$ cat config.mk
export PLATFORM = sky130hd
export DESIGN_NAME = hdr_ratio_sel
export DESIGN_NICKNAME = d
export VERILOG_FILES = /design/src/rtl/hdr_ratio_pkg.sv /design/src/rtl/hdr_word_counter.sv /design/src/rtl/hdr_flag_capture.sv /design/src/rtl/hdr_ratio_calc.sv /design/src/rtl/hdr_ratio_sel.sv
export SDC_FILE = /design/constraint.sdc
export NUM_CORES = 1
export LEC_CHECK = 0
export BUFFER_PORTS_ARGS = -buffer_cell sky130_fd_sc_hd__buf_2
export CORE_UTILIZATION = 45
export CTS_BUF_LIST = sky130_fd_sc_hd__clkbuf_4
export CTS_CLUSTER_SIZE = 8
export DETAILED_ROUTE_END_ITERATION = 10
export GPL_TIMING_DRIVEN = 0
export MAX_ROUTING_LAYER = met4
export PLACE_DENSITY = 0.85
export SYNTH_ARGS = -nofsm -noshare
export SYNTH_HDL_FRONTEND = slang
export SYNTH_SLANG_ARGS = --single-unit
$ cat constraint.sdc
create_clock -name clk -period 3.65 [get_ports clk]
set_clock_uncertainty 0.05 [all_clocks]
set_input_delay 0.73 -clock clk [delete_from_list [all_inputs] [get_ports clk]]
set_output_delay 0.73 -clock clk [all_outputs]
set_load 0.005 [all_outputs]
$ cat src/rtl/hdr_ratio_pkg.sv
package hdr_ratio_pkg;

   typedef enum logic [1:0] {
      RATIO_X1 = 2'd0,
      RATIO_X2 = 2'd1,
      RATIO_X4 = 2'd2,
      RATIO_X8 = 2'd3
   } ratio_e;

endpackage

$ cat src/rtl/hdr_word_counter.sv
module hdr_word_counter #(
   parameter int CNT_W   = 8,
   parameter int SAT_VAL = 230
) (
   input  logic             clk,
   input  logic             rst_n,
   input  logic             clear_i,
   input  logic             step_i,
   output logic [CNT_W-1:0] idx_o
);

   localparam logic [CNT_W-1:0] SAT = CNT_W'(SAT_VAL);

   if (SAT_VAL >= (1 << CNT_W)) begin : g_bad_width
      $error("hdr_word_counter: CNT_W too small for SAT_VAL");
   end

   logic [CNT_W-1:0] idx_q;

   always_ff @(posedge clk or negedge rst_n) begin
      if (!rst_n) begin
         idx_q <= '0;
      end else if (clear_i) begin
         idx_q <= '0;
      end else if (step_i && idx_q != SAT) begin
         idx_q <= idx_q + CNT_W'(1);
      end
   end

   assign idx_o = idx_q;

   // every counted word moves the index forward by exactly one
   a_r2_step_once: assert property (@(posedge clk) disable iff (!rst_n)
      (step_i && !clear_i && idx_q != SAT) |=> (idx_q == $past(idx_q) + CNT_W'(1)));

   // with no step and no clear the index holds
   a_r2_hold: assert property (@(posedge clk) disable iff (!rst_n)
      (!step_i && !clear_i) |=> $stable(idx_q));

endmodule

$ cat src/rtl/hdr_flag_capture.sv
module hdr_flag_capture #(
   parameter int CNT_W   = 8,
   parameter int AT_IDX  = 69,
   parameter int FIELD_W = 2
) (
   input  logic               clk,
   input  logic               rst_n,
   input  logic               clear_i,
   input  logic               step_i,
   input  logic [CNT_W-1:0]   idx_i,
   input  logic [FIELD_W-1:0] field_i,
   output logic               flag_o
);

   localparam logic [CNT_W-1:0] AT = CNT_W'(AT_IDX);

   if (FIELD_W < 1) begin : g_bad_field
      $error("hdr_flag_capture: FIELD_W must be at least 1");
   end

   logic hit;
   logic field_set;
   logic flag_q;

   assign hit = step_i && (idx_i == AT);

   if (FIELD_W == 1) begin : g_single
      assign field_set = field_i[0];
   end else begin : g_multi
      assign field_set = |field_i;
   end

   always_ff @(posedge clk or negedge rst_n) begin
      if (!rst_n) begin
         flag_q <= 1'b0;
      end else if (clear_i) begin
         flag_q <= 1'b0;
      end else if (hit) begin
         flag_q <= field_set;
      end
   end

   assign flag_o = flag_q;

   // the flag only moves on the capture word or a clear
   a_r3_flag_only_at_word: assert property (@(posedge clk) disable iff (!rst_n)
      (!hit && !clear_i) |=> $stable(flag_q));

   // an all-zero field leaves the flag clear
   a_r3_zero_field: assert property (@(posedge clk) disable iff (!rst_n)
      (hit && !clear_i && field_i == '0) |=> !flag_q);

endmodule

$ cat src/rtl/hdr_ratio_calc.sv
module hdr_ratio_calc
   import hdr_ratio_pkg::*;
(
   input  logic   enc_i,
   input  logic   cmp_i,
   input  logic   wide_i,
   output ratio_e code_o
);

   ratio_e base;

   always_comb begin
      if (cmp_i) begin
         base = RATIO_X4;
      end else if (enc_i) begin
         base = RATIO_X2;
      end else begin
         base = RATIO_X1;
      end
      if (wide_i && base != RATIO_X1) begin
         code_o = ratio_e'(base + 2'd1);
      end else begin
         code_o = base;
      end
   end

   // a plain stream is x1 in both widths
   always_comb begin
      a_r5_plain_x1: assert (!((!enc_i && !cmp_i) && code_o != RATIO_X1));
   end

endmodule

$ cat src/rtl/hdr_ratio_sel.sv
module hdr_ratio_sel
   import hdr_ratio_pkg::*;
#(
   parameter int DATA_W  = 32,
   parameter int ENC_IDX = 69,
   parameter int ENC_LSB = 2,
   parameter int ENC_MSB = 3,
   parameter int CMP_IDX = 229,
   parameter int CMP_BIT = 1
) (
   input  logic              clk,
   input  logic              rst_n,
   input  logic              start_i,
   input  logic              width32_i,
   input  logic              in_valid,
   input  logic [DATA_W-1:0] in_data,
   input  logic              in_last,
   output logic              in_ready,
   output logic              out_valid,
   output logic [DATA_W-1:0] out_data,
   output logic              out_last,
   input  logic              out_ready,
   output logic              ratio_valid,
   output logic [1:0]        ratio_code,
   output logic              width_sel,
   output logic              len_err
);

   localparam int CNT_W   = $clog2(CMP_IDX + 2);
   localparam int FIELD_W = ENC_MSB - ENC_LSB + 1;
   localparam logic [CNT_W-1:0] CMP_AT = CNT_W'(CMP_IDX);

   if (ENC_IDX >= CMP_IDX) begin : g_bad_order
      $error("hdr_ratio_sel: encryption word must precede compression word");
   end
   if (ENC_MSB < ENC_LSB || ENC_MSB >= DATA_W || CMP_BIT >= DATA_W) begin : g_bad_bits
      $error("hdr_ratio_sel: flag bit positions out of range");
   end

   // pass-through
   assign out_valid = in_valid;
   assign out_data  = in_data;
   assign out_last  = in_last;
   assign in_ready  = out_ready;

   logic             accept;
   logic             armed_q;
   logic             step;
   logic             at_cmp;
   logic             short_end;
   logic [CNT_W-1:0] idx;
   logic             enc_flag;
   ratio_e           code_next;

   logic             ratio_valid_q;
   ratio_e           ratio_code_q;
   logic             width_sel_q;
   logic             len_err_q;

   assign accept    = in_valid && out_ready;
   assign step      = accept && armed_q && !start_i;
   assign at_cmp    = step && (idx == CMP_AT);
   assign short_end = step && in_last && (idx < CMP_AT);

   hdr_word_counter #(
      .CNT_W   (CNT_W),
      .SAT_VAL (CMP_IDX + 1)
   ) u_cnt (
      .clk     (clk),
      .rst_n   (rst_n),
      .clear_i (start_i),
      .step_i  (step),
      .idx_o   (idx)
   );

   hdr_flag_capture #(
      .CNT_W   (CNT_W),
      .AT_IDX  (ENC_IDX),
      .FIELD_W (FIELD_W)
   ) u_enc (
      .clk     (clk),
      .rst_n   (rst_n),
      .clear_i (start_i),
      .step_i  (step),
      .idx_i   (idx),
      .field_i (in_data[ENC_MSB:ENC_LSB]),
      .flag_o  (enc_flag)
   );

   hdr_ratio_calc u_calc (
      .enc_i  (enc_flag),
      .cmp_i  (!in_data[CMP_BIT]),
      .wide_i (width32_i),
      .code_o (code_next)
   );

   always_ff @(posedge clk or negedge rst_n) begin
      if (!rst_n) begin
         armed_q       <= 1'b1;
         ratio_valid_q <= 1'b0;
         ratio_code_q  <= RATIO_X1;
         width_sel_q   <= 1'b0;
         len_err_q     <= 1'b0;
      end else if (start_i) begin
         armed_q       <= 1'b1;
         ratio_valid_q <= 1'b0;
         ratio_code_q  <= RATIO_X1;
         width_sel_q   <= 1'b0;
         len_err_q     <= 1'b0;
      end else begin
         ratio_valid_q <= at_cmp;
         if (at_cmp) begin
            armed_q      <= 1'b0;
            ratio_code_q <= code_next;
            width_sel_q  <= width32_i;
         end else if (short_end) begin
            armed_q   <= 1'b0;
            len_err_q <= 1'b1;
         end
      end
   end

   assign ratio_valid = ratio_valid_q;
   assign ratio_code  = ratio_code_q;
   assign width_sel   = width_sel_q;
   assign len_err     = len_err_q;

   // the ratio pulse lasts a single cycle
   a_r8_single_pulse: assert property (@(posedge clk) disable iff (!rst_n)
      ratio_valid_q |=> !ratio_valid_q);

   // the code holds unless the compression word lands or a start arrives
   a_r8_code_held: assert property (@(posedge clk) disable iff (!rst_n)
      (!start_i && !at_cmp) |=> $stable(ratio_code_q) && $stable(width_sel_q));

   // the error only rises after a last word was accepted
   a_r9_err_cause: assert property (@(posedge clk) disable iff (!rst_n)
      $rose(len_err_q) |-> $past(in_last && accept));

   // an error and a ratio never coexist in one stream
   a_r9_err_excl: assert property (@(posedge clk) disable iff (!rst_n)
      len_err_q |-> !ratio_valid_q);

   // 16-bit mode never reaches x8
   a_r6_narrow_cap: assert property (@(posedge clk) disable iff (!rst_n)
      (ratio_valid_q && !width_sel_q) |-> ratio_code_q != RATIO_X8);

   // a disarmed block does not pulse again
   a_r10_quiet_after: assert property (@(posedge clk) disable iff (!rst_n)
      (!armed_q && !start_i) |=> !ratio_valid_q);

endmodule

---- After elaboration in Yosys (flattened, before gate mapping) ----
Cells that the tools add are included.
word-level totals
  register bits after elaboration ......... 15
  input bits .............................. 39
  output and inout bits ................... 40
cells by class
  $add $sub $neg .......................... 2
  magnitude comparators ................... 1
  eq/ne operators ......................... 4
  muxes and demuxes ....................... 18
  reduce and logical (&&, ||, !) cells .... 18
operators by type and width
  cell                                                 count
  2-to-1 mux 8 bit                                     2
  2-to-1 mux 1 bit                                     12
  nonzero test 2 bit                                   5
  logical AND 1 bit                                    9
  adder 8 x 1 -> 8 bit, second input constant          1
  equality test 8 x 7 -> 1 bit, second input constant  1
  equality test 8 bit, second input constant           1
  less-than comparator 8 bit, second input constant    1
  2-to-1 mux 2 bit                                     4
  inequality test 8 bit, second input constant         1
  nonzero test 3 bit                                   1
  adder 2 x 1 -> 2 bit, second input constant          1
  inequality test 2 bit, second input constant         1
  AND reduction 2 bit                                  1
  OR reduction 2 bit                                   1
  logical NOT 1 bit                                    1

---- Logic depth before layout (Yosys ltp) ----
Gate-level depths: netlist (run 1).
  word-level depth ........................ 8
  gate-level depth with buffers ........... 6

---- Modules after synthesis ----
Synthesis (run 1) repeated with hierarchy kept, for this count alone.
unflattened totals
  cell total of the unflattened synthesis .. 119
  area total of the unflattened synthesis .. 1117.3 um2
modules (own cells, without submodules)
  module            times used  cells an instance  area each (um2)  seq. area each (um2)
  hdr_ratio_sel     1           63                 565.5            151.4
  hdr_word_counter  1           44                 441.7            200.2
  hdr_flag_capture  1           8                  82.6             25.0
  hdr_ratio_calc    1           4                  27.5             0.0

---- Least setup slack after synthesis (run 1) ----
No wires, ideal clock.
  path type ............................... input port to flip-flop
  start ................................... input port start_i
  end ..................................... register u_enc.flag_q (netlist: u_enc.flag_o)
  library setup time ...................... 0.122 ns
  data arrival time ....................... 1.677 ns
  slack ................................... 1.800 ns
  stages .................................. 3
  path buffers ............................ 0
  path through ............................ nand4b_2 > or4_1 > mux2i_1
between the ends
  longest elaborated chain between the ends .. 4
ends and longest elaborated chain
  item                          RTL line                source
  start, declared               hdr_ratio_sel.sv:13     input logic start_i,
  logical NOT 1 bit             hdr_ratio_sel.sv:61     assign step = accept && armed_q && !start_i;
  logical AND 1 bit             hdr_ratio_sel.sv:61
  logical AND 1 bit             hdr_flag_capture.sv:25  assign hit = step_i && (idx_i == AT);
  nonzero test 2 bit (no line)  -
  end signal, assigned          hdr_flag_capture.sv:39  flag_q <= field_set;
  end, declared                 hdr_flag_capture.sv:23  logic flag_q;
Several ways; a longest one is shown, not always the timed one.
A chain may end at the register's enable or synchronous reset.

---- Worst setup path in the final report (run 1) ----
  start ................................... register u_cnt.idx_q[1] (netlist: u_cnt.idx_o[1])
  end ..................................... register u_enc.flag_q (netlist: u_enc.flag_o)
between the ends
  longest elaborated chain between the ends .. 3
ends and longest elaborated chain
  item                          RTL line                source
  start, declared               hdr_word_counter.sv:18  logic [CNT_W-1:0] idx_q;
  start signal, assigned        hdr_word_counter.sv:26  idx_q <= idx_q + CNT_W'(1);
  equality test 8 x 7 -> 1 bit  hdr_flag_capture.sv:25
  logical AND 1 bit             hdr_flag_capture.sv:25
  nonzero test 2 bit (no line)  -
No other way between the ends.

==> flow_summary.yaml, run 1 <==
floorplan:
  dieWidth_um: 51.2
  core.rowCount: 17
  design.core.area_sq_um: 2250
  dieArea_sq_um: 2620
  pin_count: 79
  initial_utilization_pct: 48.3
  die_h_um: 51.2
cells_and_area:
  fin_nets: 217
  layout-drive-gt1-share_pct: 55.5
  fill_cells: 209
  multiInputGateArea_sq_um: 427
  seqCellArea_sq_um: 377
  area_delta_synth_final_pct: 28.5
  diodes: 0
grt:
  grt_usage_pct: 18.5
  first_global_vias: 882
  grt_pass1_wl_um: 3520
  antenna_found_initial: 0
  grt_max_degree: 16
  grt_overflow: 0
sta:
  rsz0062_at_grt: "false"
  setup_violations: 0
  finalSetupTns_ns: 0
  tightest_slew_ns: 0.483
  max_freq_ghz: 0.521
  max-slew-margin-rel_pct: 67.5
  min_period_ns: 1.92
  timing.final.crit_share_pct: 52.6
  final_max_slew_viol_count: 0
  finalHoldViolations: 0
critical_path:
  critPathKind: "reg2reg"
  path_max_fanout: 4
  path_cells: "inv_1 > ha_1 > or3b_4 > or4_1 > mux2i_1"
  cpPeakStageDelay_ns: 0.52
  cp_slowest_cell: "or4_1"
  rrSetupSlack_ns: 1.73
  cp-end-kind: "flip-flop"
  critPathArrivalTime_ns: 2.04
  cp_data_required_time_ns: 3.77
  critPathLaunchType: "flip-flop"
pwr:
  power.density_nw_per_um2: 251
  p_comb_share_pct: 22.2
  p_leak_nw: 0.744
  power_mw: 0.351
  power_frac_seq_pct: 49.1
  irDropWorstVdd_uv: 177
  p_sw_mw: 0.0837
  p_clk_share_pct: 28.7
  p_int_mw: 0.267
  switching_share_pct: 23.9
yosys:
  synth.distinct_cells: 33
  synth_warnings: 0
  synthArstFlopShare_pct: 100
  ys_ff_latch: 15
  synth.top_cell.area_share_pct: 32.2
  yosys.area.top_type: "dfrtp_1"
  syn_avg_cell_area_sq_um: 9.07
  seq_area_frac_synth_pct: 34.6
  netlist_area_sq_um: 1090
  synth_most_common_cell: "buf_4"
  ys.flop_type: "dfrtp_1"
  syn-num-nets: 163
  synth_common_cells: "buf_4 (35), dfrtp_1 (14), nor2_1 (12), nand2_1 (10)"
  synth.area.top_cells: "dfrtp_1 (32%), buf_4 (24%), ha_1 (4.6%)"
  syn_inst: 120
  synth-edff-count: 0
clocking:
  hold_buffers: 0
  worstSkewPairLatency_ns: 0.28
  cts_sinks: 15
  cts_setup_buffers: 0
  clockRootBuffer: "clkbuf_4"
  tritoncts: "built"
  path_clk_slew_ns: 0.08
  htreeDepth: 1
  ctsResizeCount: 0
  cts_inserted_buffers: 3
  cts_buffer_depth: 2
drt:
  vias: 1005
  ant_nets: 0
  wl_per_cell_um: 11.5
  drtPass1Iterations: 4
  drt_iter0_drc: 20
  drcViolationCount: 0
  drt-vias-per-instance: 5.00
  drt_wl_total_um: 2300
flow_run:
  cap_violations: 0
placement:
  dp_hpwl_um: 1910
  routabilityCongestion: 1.04
  port-buffer-count: 49
min_path:
  hold_path.class: "in2async"
status:
  status: "completed"
==> state kept, by name, indices dropped and copies added (netlist names) <==
| name | count |
|---|---|
| armed_q | 1 |
| len_err | 1 |
| ratio_code | 2 |
| ratio_valid | 1 |
| u_cnt.idx_o | 8 |
| u_enc.flag_o | 1 |
| width_sel | 1 |
==> layout by cell type (no fill, tap or decap), drive strengths merged <==
cell | Yosys | routed
a211oi | 2 | 2
a21oi | 3 | 3
a311oi | 2 | 2
a31oi | 1 | 1
a41oi | 1 | 1
and3 | 2 | 2
and4b | 1 | 1
buf | 35 | 84
clkbuf | 1 | 5
dfrtp | 14 | 14
dfstp | 1 | 1
ha | 4 | 4
inv | 5 | 5
mux2 | 2 | 2
mux2i | 1 | 1
nand2 | 10 | 10
nand2b | 2 | 2
nand3 | 2 | 2
nand4 | 2 | 2
nand4b | 1 | 1
nor2 | 12 | 12
nor3 | 2 | 2
nor4 | 2 | 2
o21ai | 4 | 4
o22ai | 1 | 1
o31ai | 1 | 1
or3b | 1 | 1
or4 | 1 | 1
xnor2 | 2 | 2
xor2 | 2 | 2
==> layer usage <==
metal  track usage [%]  part of all wire, %
met5                 -                    0
met4              10.2                  2.3
met3              3.57                  9.8
met2              34.9                   54
met1              17.4                   34
==> cells by family (layout without fill, tap and decap cells) <==
kind of cell    Yosys count  after routing  synth area share (%)
buf+inv                  41             94                  26.2
simple gates             38             38                  19.5
compound gates           15             15                  8.85
flops                    15             15                  34.6
fa+ha+maj                 4              4                  4.60
xor+xnor                  4              4                  3.22
mux                       3              3                  2.99
==> area by class of cell <==
cell class,instances,share of cell area [%]
plain buffers,36,19.1
clock buffers,4,2.15
inverters,5,1.34
multi-input cells,64,30.5
flip-flops and latches,15,26.9
well taps,28,2.50
repair buffers,49,17.5
==> critical path: cells and delay by family, from the launching register on <==
family | cells | cell delay [ns]
adder cells (fa/ha/maj) | 1 | 0.17
buffers and inverters | 1 | 0.11
flip-flops | 1 | 0.42
multiplexers | 1 | 0.14
AND/OR/NAND/NOR | 2 | 0.92
==> power groups by stage <==
| stage | clock (mW) | combinational, mW | sequential, mW |
|---|---|---|---|
| 6_report | 0.101 | 0.0778 | 0.172 |
| 4_1_cts | 0.105 | 0.0791 | 0.172 |
| 3_3_place_gp | 0 | 0.0765 | 0.175 |
| 2_1_floorplan | 0 | 0.0456 | 0.175 |
| 5_1_grt | 0.111 | 0.0860 | 0.172 |
| 3_5_place_dp | 0 | 0.0790 | 0.175 |
==> final timing paths <==
path                                      from             end  depth (start not counted)
min in group clk                       armed_q         armed_q                          2
worst min-delay path                     rst_n  u_cnt.idx_o[3]                          1
max in group asynchronous                rst_n         armed_q                          1
worst min register to register         armed_q         armed_q                          2
worst max register to register  u_cnt.idx_o[1]    u_enc.flag_o                          5
worst max-delay path            u_cnt.idx_o[1]    u_enc.flag_o                          5
==> metrics by stage <==
stage	std cells	hold WS, ns	setup slack (ns)	cell area (sq um)	utilization [%]
detailed placement	197	0.455	1.54	1370	60.7
global placement	197	0.452	1.56	1370	60.7
finish	201	0.282	1.73	1400	62.0
global route	201	0.299	1.58	1400	62.0
floorplan	120	0.384	1.80	1090	-
CTS	201	0.287	1.72	1400	62.0
Power figures use the tool's default switching activity.
==> run 2: changes to the inputs <==
- CORE_UTILIZATION: 45 -> 38
- PLACE_DENSITY: 0.85 -> 0.76
- clock period: 3.65 -> 1.5 ns (I/O delays scaled with it)
==> flow_summary.yaml, run 2 (synthesis gave the netlist of run 1 again) <==
drt:
  ant_nets: 0
  wl_met1_um: 940
  drtPass1Iterations: 4
  topRoutingLayerUsed: "met4"
  vias: 1051
  drt_iter0_drc: 4
  wl_met3_um: 165
  wl_per_cell_um: 11.8
  drcViolationCount: 0
  drt-vias-per-instance: 4.76
  routed-wl-met2_um: 1450
  drt_wl_total_um: 2610
min_path:
  hold_depth: 2
  hold_start: "in_data[1]"
  hold_path.class: "in2reg"
  holdPathEnd: "ratio_code[1]"
critical_path:
  cp_data_required_time_ns: 1.64
  r2r-end: "ratio_code[1]"
  path_max_fanout: 4
  critPathLaunchType: "flip-flop"
  reg2reg_depth: 7
  cp-end-kind: "flip-flop"
  critPathArrivalTime_ns: 1.95
  r2r_start: "u_cnt.idx_o[1]"
  rrSetupSlack_ns: -0.31
  critPathKind: "reg2reg"
placement:
  routabilityCongestion: 0.883
  placedInstanceArea_sq_um: 1400
  placed_cells: 200
  pre_cts_slack_ns: -0.357
  dp_hpwl_um: 1830
  port-buffer-count: 49
cells_and_area:
  fin_nets: 234
  diodes: 0
  layout.cells.non_filler: 221
  area_delta_synth_final_pct: 50.6
  layout_common_cells: "buf_4 (49), buf_2 (49), dfrtp_1 (13), nand2_1 (10), nor2_1 (10)"
  final_core_util_pct: 60.0
  largest_register_ff_count: 8
  fill_cells: 253
  multiInputGateArea_sq_um: 527
  seqCellArea_sq_um: 378
  fin_area_sq_um: 1640
  layout-drive-gt1-share_pct: 66.8
floorplan:
  dieArea_sq_um: 3080
  dieWidth_um: 55.5
  core.rowCount: 19
  die_h_um: 55.5
  initial_utilization_pct: 39.8
  pin_count: 79
  design.core.area_sq_um: 2730
grt:
  grt_max_degree: 16
  antenna_found_initial: 0
  first_global_vias: 877
  grt_usage_pct: 16.0
  grt_pass1_wl_um: 3780
  grt_overflow: 0
pwr:
  power.density_nw_per_um2: 538
  irDropWorstVdd_uv: 450
  power_mw: 0.881
  p_leak_nw: 0.872
flow_run:
  cap_violations: 0
clocking:
  tritoncts: "built"
  htreeDepth: 1
  cts_buffer_depth: 2
  worstSkewPairLatency_ns: 0.29
  path_clk_slew_ns: 0.09
  cts_sinks: 15
  clockRootBuffer: "clkbuf_4"
  cts_inserted_buffers: 3
status:
  failed_checks: "setup timing"
  status: "finished, violations left"
sta:
  finalHoldViolations: 0
  rsz0062_at_grt: "true"
  max_freq_ghz: 0.552
  layout_setup_ws_ns: -0.311
  timing.final.crit_share_pct: 121
  min_period_ns: 1.81
  tightest_slew_ns: 0.504
  hold_slack_ns: 0.200
  setup_violations: 8
  final_max_slew_viol_count: 0
  max-slew-margin-rel_pct: 66.4
  finalSetupTns_ns: -1.14
run 2: routing by layer:
| metal | vias to the layer above | track usage, % |
|---|---|---|
| met1 | 484 | 17.1 |
| met5 | - | - |
| met2 | 49 | 28.1 |
| li1 | 514 | - |
| met3 | 4 | 4.45 |
| met4 | 0 | 6.07 |
run 2: report_power, final:
| part | internal [mW] | switching (mW) | total [mW] |
|---|---|---|---|
| Clock | 0.0993 | 0.132 | 0.232 |
| Combinational | 0.142 | 0.0871 | 0.230 |
| Sequential | 0.412 | 0.00787 | 0.420 |
run 2: cell type report:
cell class                      count  share of cell area (%)
Multi-Input combinational cell     64                    32.1
Timing Repair Buffer               66                    23.4
Sequential cell                    15                    23.1
Buffer                             36                    16.3
Tap cell                           31                    2.37
Clock buffer                        3                    1.37
Inverter                            5                    1.15
Clock inverter                      1                   0.305
run 2: repair_timing:
action	4_1_cts	5_1_grt
gates resized for setup	4	14
setup buffers	5	13
hold buffers	1	0
setup endpoints to repair	8	8
pin swaps	3	3
hold endpoints to repair	14	0
run 2: worst max-delay path: stages (launching register included):
cell and delay [ns]:
dfrtp_1 0.41, inv_2 0.08, ha_4 0.13, or3b_4 0.39
nor4_4 0.23, buf_4 0.18, nor2_2 0.03, a311oi_1 0.22
run 2: how the worst max path moves through the flow:
stage                        start            end  slack, ns  cells past startpoint
CTS                 u_cnt.idx_o[1]  ratio_code[0]      -0.24                      7
global route        u_cnt.idx_o[1]  ratio_code[1]      -0.36                      7
detailed placement  u_cnt.idx_o[1]  ratio_code[1]      -0.36                      6
global placement    u_cnt.idx_o[1]  ratio_code[1]      -0.31                      6
floorplan           u_cnt.idx_o[1]   u_enc.flag_o      -0.18                      5
finish              u_cnt.idx_o[1]  ratio_code[1]      -0.31                      7
==> run 3: changes to the inputs <==
- CELL_PAD_IN_SITES_DETAIL_PLACEMENT: not set -> 0
- CELL_PAD_IN_SITES_GLOBAL_PLACEMENT: not set -> 1
- CORE_UTILIZATION: 38 -> 26
- TNS_END_PERCENT: not set -> 20
==> flow_summary.yaml, run 3 (synthesis gave the netlist of run 1 again) <==
clocking:
  worstSkewPairLatency_ns: 0.29
  htreeDepth: 1
  cts_buffer_depth: 2
  path_clk_slew_ns: 0.10
  cts_inserted_buffers: 3
  clockRootBuffer: "clkbuf_4"
  cts_sinks: 15
  tritoncts: "built"
sta:
  rsz0062_at_grt: "true"
  layout_setup_ws_ns: -0.217
  tightest_slew_ns: 0.519
  finalHoldViolations: 0
  hold_slack_ns: 0.171
  max_freq_ghz: 0.583
  timing.final.crit_share_pct: 114
  final_max_slew_viol_count: 0
  setup_violations: 7
  min_period_ns: 1.72
  max-slew-margin-rel_pct: 65.4
critical_path:
  cp_slowest_cell: "or4_4"
  rrSetupSlack_ns: -0.22
  critPathKind: "reg2reg"
  critPathBufInv: 1
  cpPeakStageDelay_ns: 0.43
  r2r-end: "u_enc.flag_o"
  critPathArrivalTime_ns: 1.86
  path_depth: 5
  cp_data_required_time_ns: 1.64
  path_cells: "inv_2 > ha_4 > or3b_4 > or4_4 > mux2i_1"
  r2r_start: "u_cnt.idx_o[1]"
  critPathLaunchType: "flip-flop"
  cp-end-kind: "flip-flop"
  reg2reg_depth: 5
  path_max_fanout: 3
  critical-path-top-delay-family: "simple AND/OR/NAND/NOR gates"
pwr:
  switching_share_pct: 26.8
  power_frac_seq_pct: 48.6
  p_leak_nw: 0.782
  p_comb_share_pct: 22.9
  p_sw_mw: 0.232
  power.density_nw_per_um2: 572
  p_clk_share_pct: 28.5
  p_int_mw: 0.634
  irDropWorstVdd_uv: 428
floorplan:
  pin_count: 79
  die_h_um: 66.7
  design.core.area_sq_um: 4000
  dieArea_sq_um: 4450
  dieWidth_um: 66.7
  initial_utilization_pct: 27.2
  core.rowCount: 23
cells_and_area:
  diodes: 0
  layout-drive-gt1-share_pct: 60.1
  fin_nets: 222
  layout.cells.non_filler: 228
  largest_register_ff_count: 8
  area_delta_synth_final_pct: 39.2
  final_common_cell: "buf_2"
  fill_cells: 418
  layout_common_cells: "buf_2 (49), buf_4 (37), dfrtp_1 (13), nor2_1 (12), nand2_1 (10)"
drt:
  drtPass1Iterations: 4
  drt-vias-per-instance: 4.40
  vias: 1004
  drt_iter0_drc: 30
  ant_nets: 0
  topRoutingLayerUsed: "met4"
  wl_per_cell_um: 9.82
  wl_met3_um: 248
  routed-wl-met2_um: 1010
  drt_wl_total_um: 2240
  wl_met1_um: 959
  drcViolationCount: 0
grt:
  grt_usage_pct: 11.0
  grt_max_degree: 16
  grt_pass1_wl_um: 3590
  grt_overflow: 0
  first_global_vias: 776
  antenna_found_initial: 0
placement:
  port-buffer-count: 49
  dp_hpwl_um: 1740
  routabilityCongestion: 0.781
  placed_cells: 219
flow_run:
  cap_violations: 0
min_path:
  hold_start: "in_data[1]"
  holdPathEnd: "ratio_code[1]"
  hold_depth: 2
  hold_path.class: "in2reg"
status:
  failed_checks: "setup timing"
  status: "finished, violations left"
## run 3: power by group through the flow
stage	Combinational, mW	Sequential [mW]	Clock [mW]
after floorplan	0.112	0.427	0
after global placement	0.192	0.428	0
after detailed placement	0.193	0.428	0
after CTS	0.198	0.420	0.254
after global routing	0.223	0.422	0.279
final	0.199	0.421	0.247
## run 3: worst reg2reg max path, delay by kind of cell (launching register included)
family	cells	cell delay [ns]
adders and majority gates	1	0.13
buffers and inverters	1	0.09
DFF	1	0.40
muxes	1	0.13
and+or+nand+nor	2	0.82
## run 3: worst max path at each step
stage,start,endpoint,slack [ns]
after floorplan,u_cnt.idx_o[1],u_enc.flag_o,-0.18
after global placement,u_cnt.idx_o[1],ratio_code[1],-0.38
after detailed placement,u_cnt.idx_o[1],ratio_code[1],-0.36
after CTS,u_cnt.idx_o[1],armed_q,-0.30
after global routing,u_cnt.idx_o[1],u_enc.flag_o,-0.29
final,u_cnt.idx_o[1],u_enc.flag_o,-0.22
## run 3: stage by stage
| stage | util (%) | TNS (ns) | setup WS, ns | area [sq um] | total power, mW |
|---|---|---|---|---|---|
| after floorplan | - | -0.593 | -0.185 | 1100 | 0.540 |
| after global placement | 35.3 | -1.87 | -0.379 | 1410 | 0.620 |
| after detailed placement | 35.3 | -1.75 | -0.358 | 1410 | 0.621 |
| after CTS | 37.0 | -1.75 | -0.304 | 1480 | 0.872 |
| after global routing | 37.9 | -1.46 | -0.288 | 1520 | 0.924 |
| final | 37.9 | -0.892 | -0.217 | 1520 | 0.866 |
## run 3: timing repair
item	CTS	global route
gates resized for setup	1	7
setup endpoints to repair	9	10
pin swaps	3	1
hold buffers	1	0
buffers inserted	4	0
endpoints found under the hold margin	14	0
## run 3: layout make-up
class / instances / area [sq um] / share of cell area [%]
Multi-Input combinational cell: 64 / 469 / 31.0
Clock buffer: 3 / 22.5 / 1.49
Buffer: 36 / 267 / 17.6
Clock inverter: 1 / 5.00 / 0.330
Sequential cell: 15 / 378 / 24.9
Timing Repair Buffer: 54 / 293 / 19.3
Tap cell: 50 / 62.6 / 4.13
Inverter: 5 / 18.8 / 1.24
## run 3: metal layers
layer  up-vias  track usage (%)
met2        67             17.0
li1        490                -
met4         0             2.39
met3         4             4.11
met1       443             13.5
met5         -                -
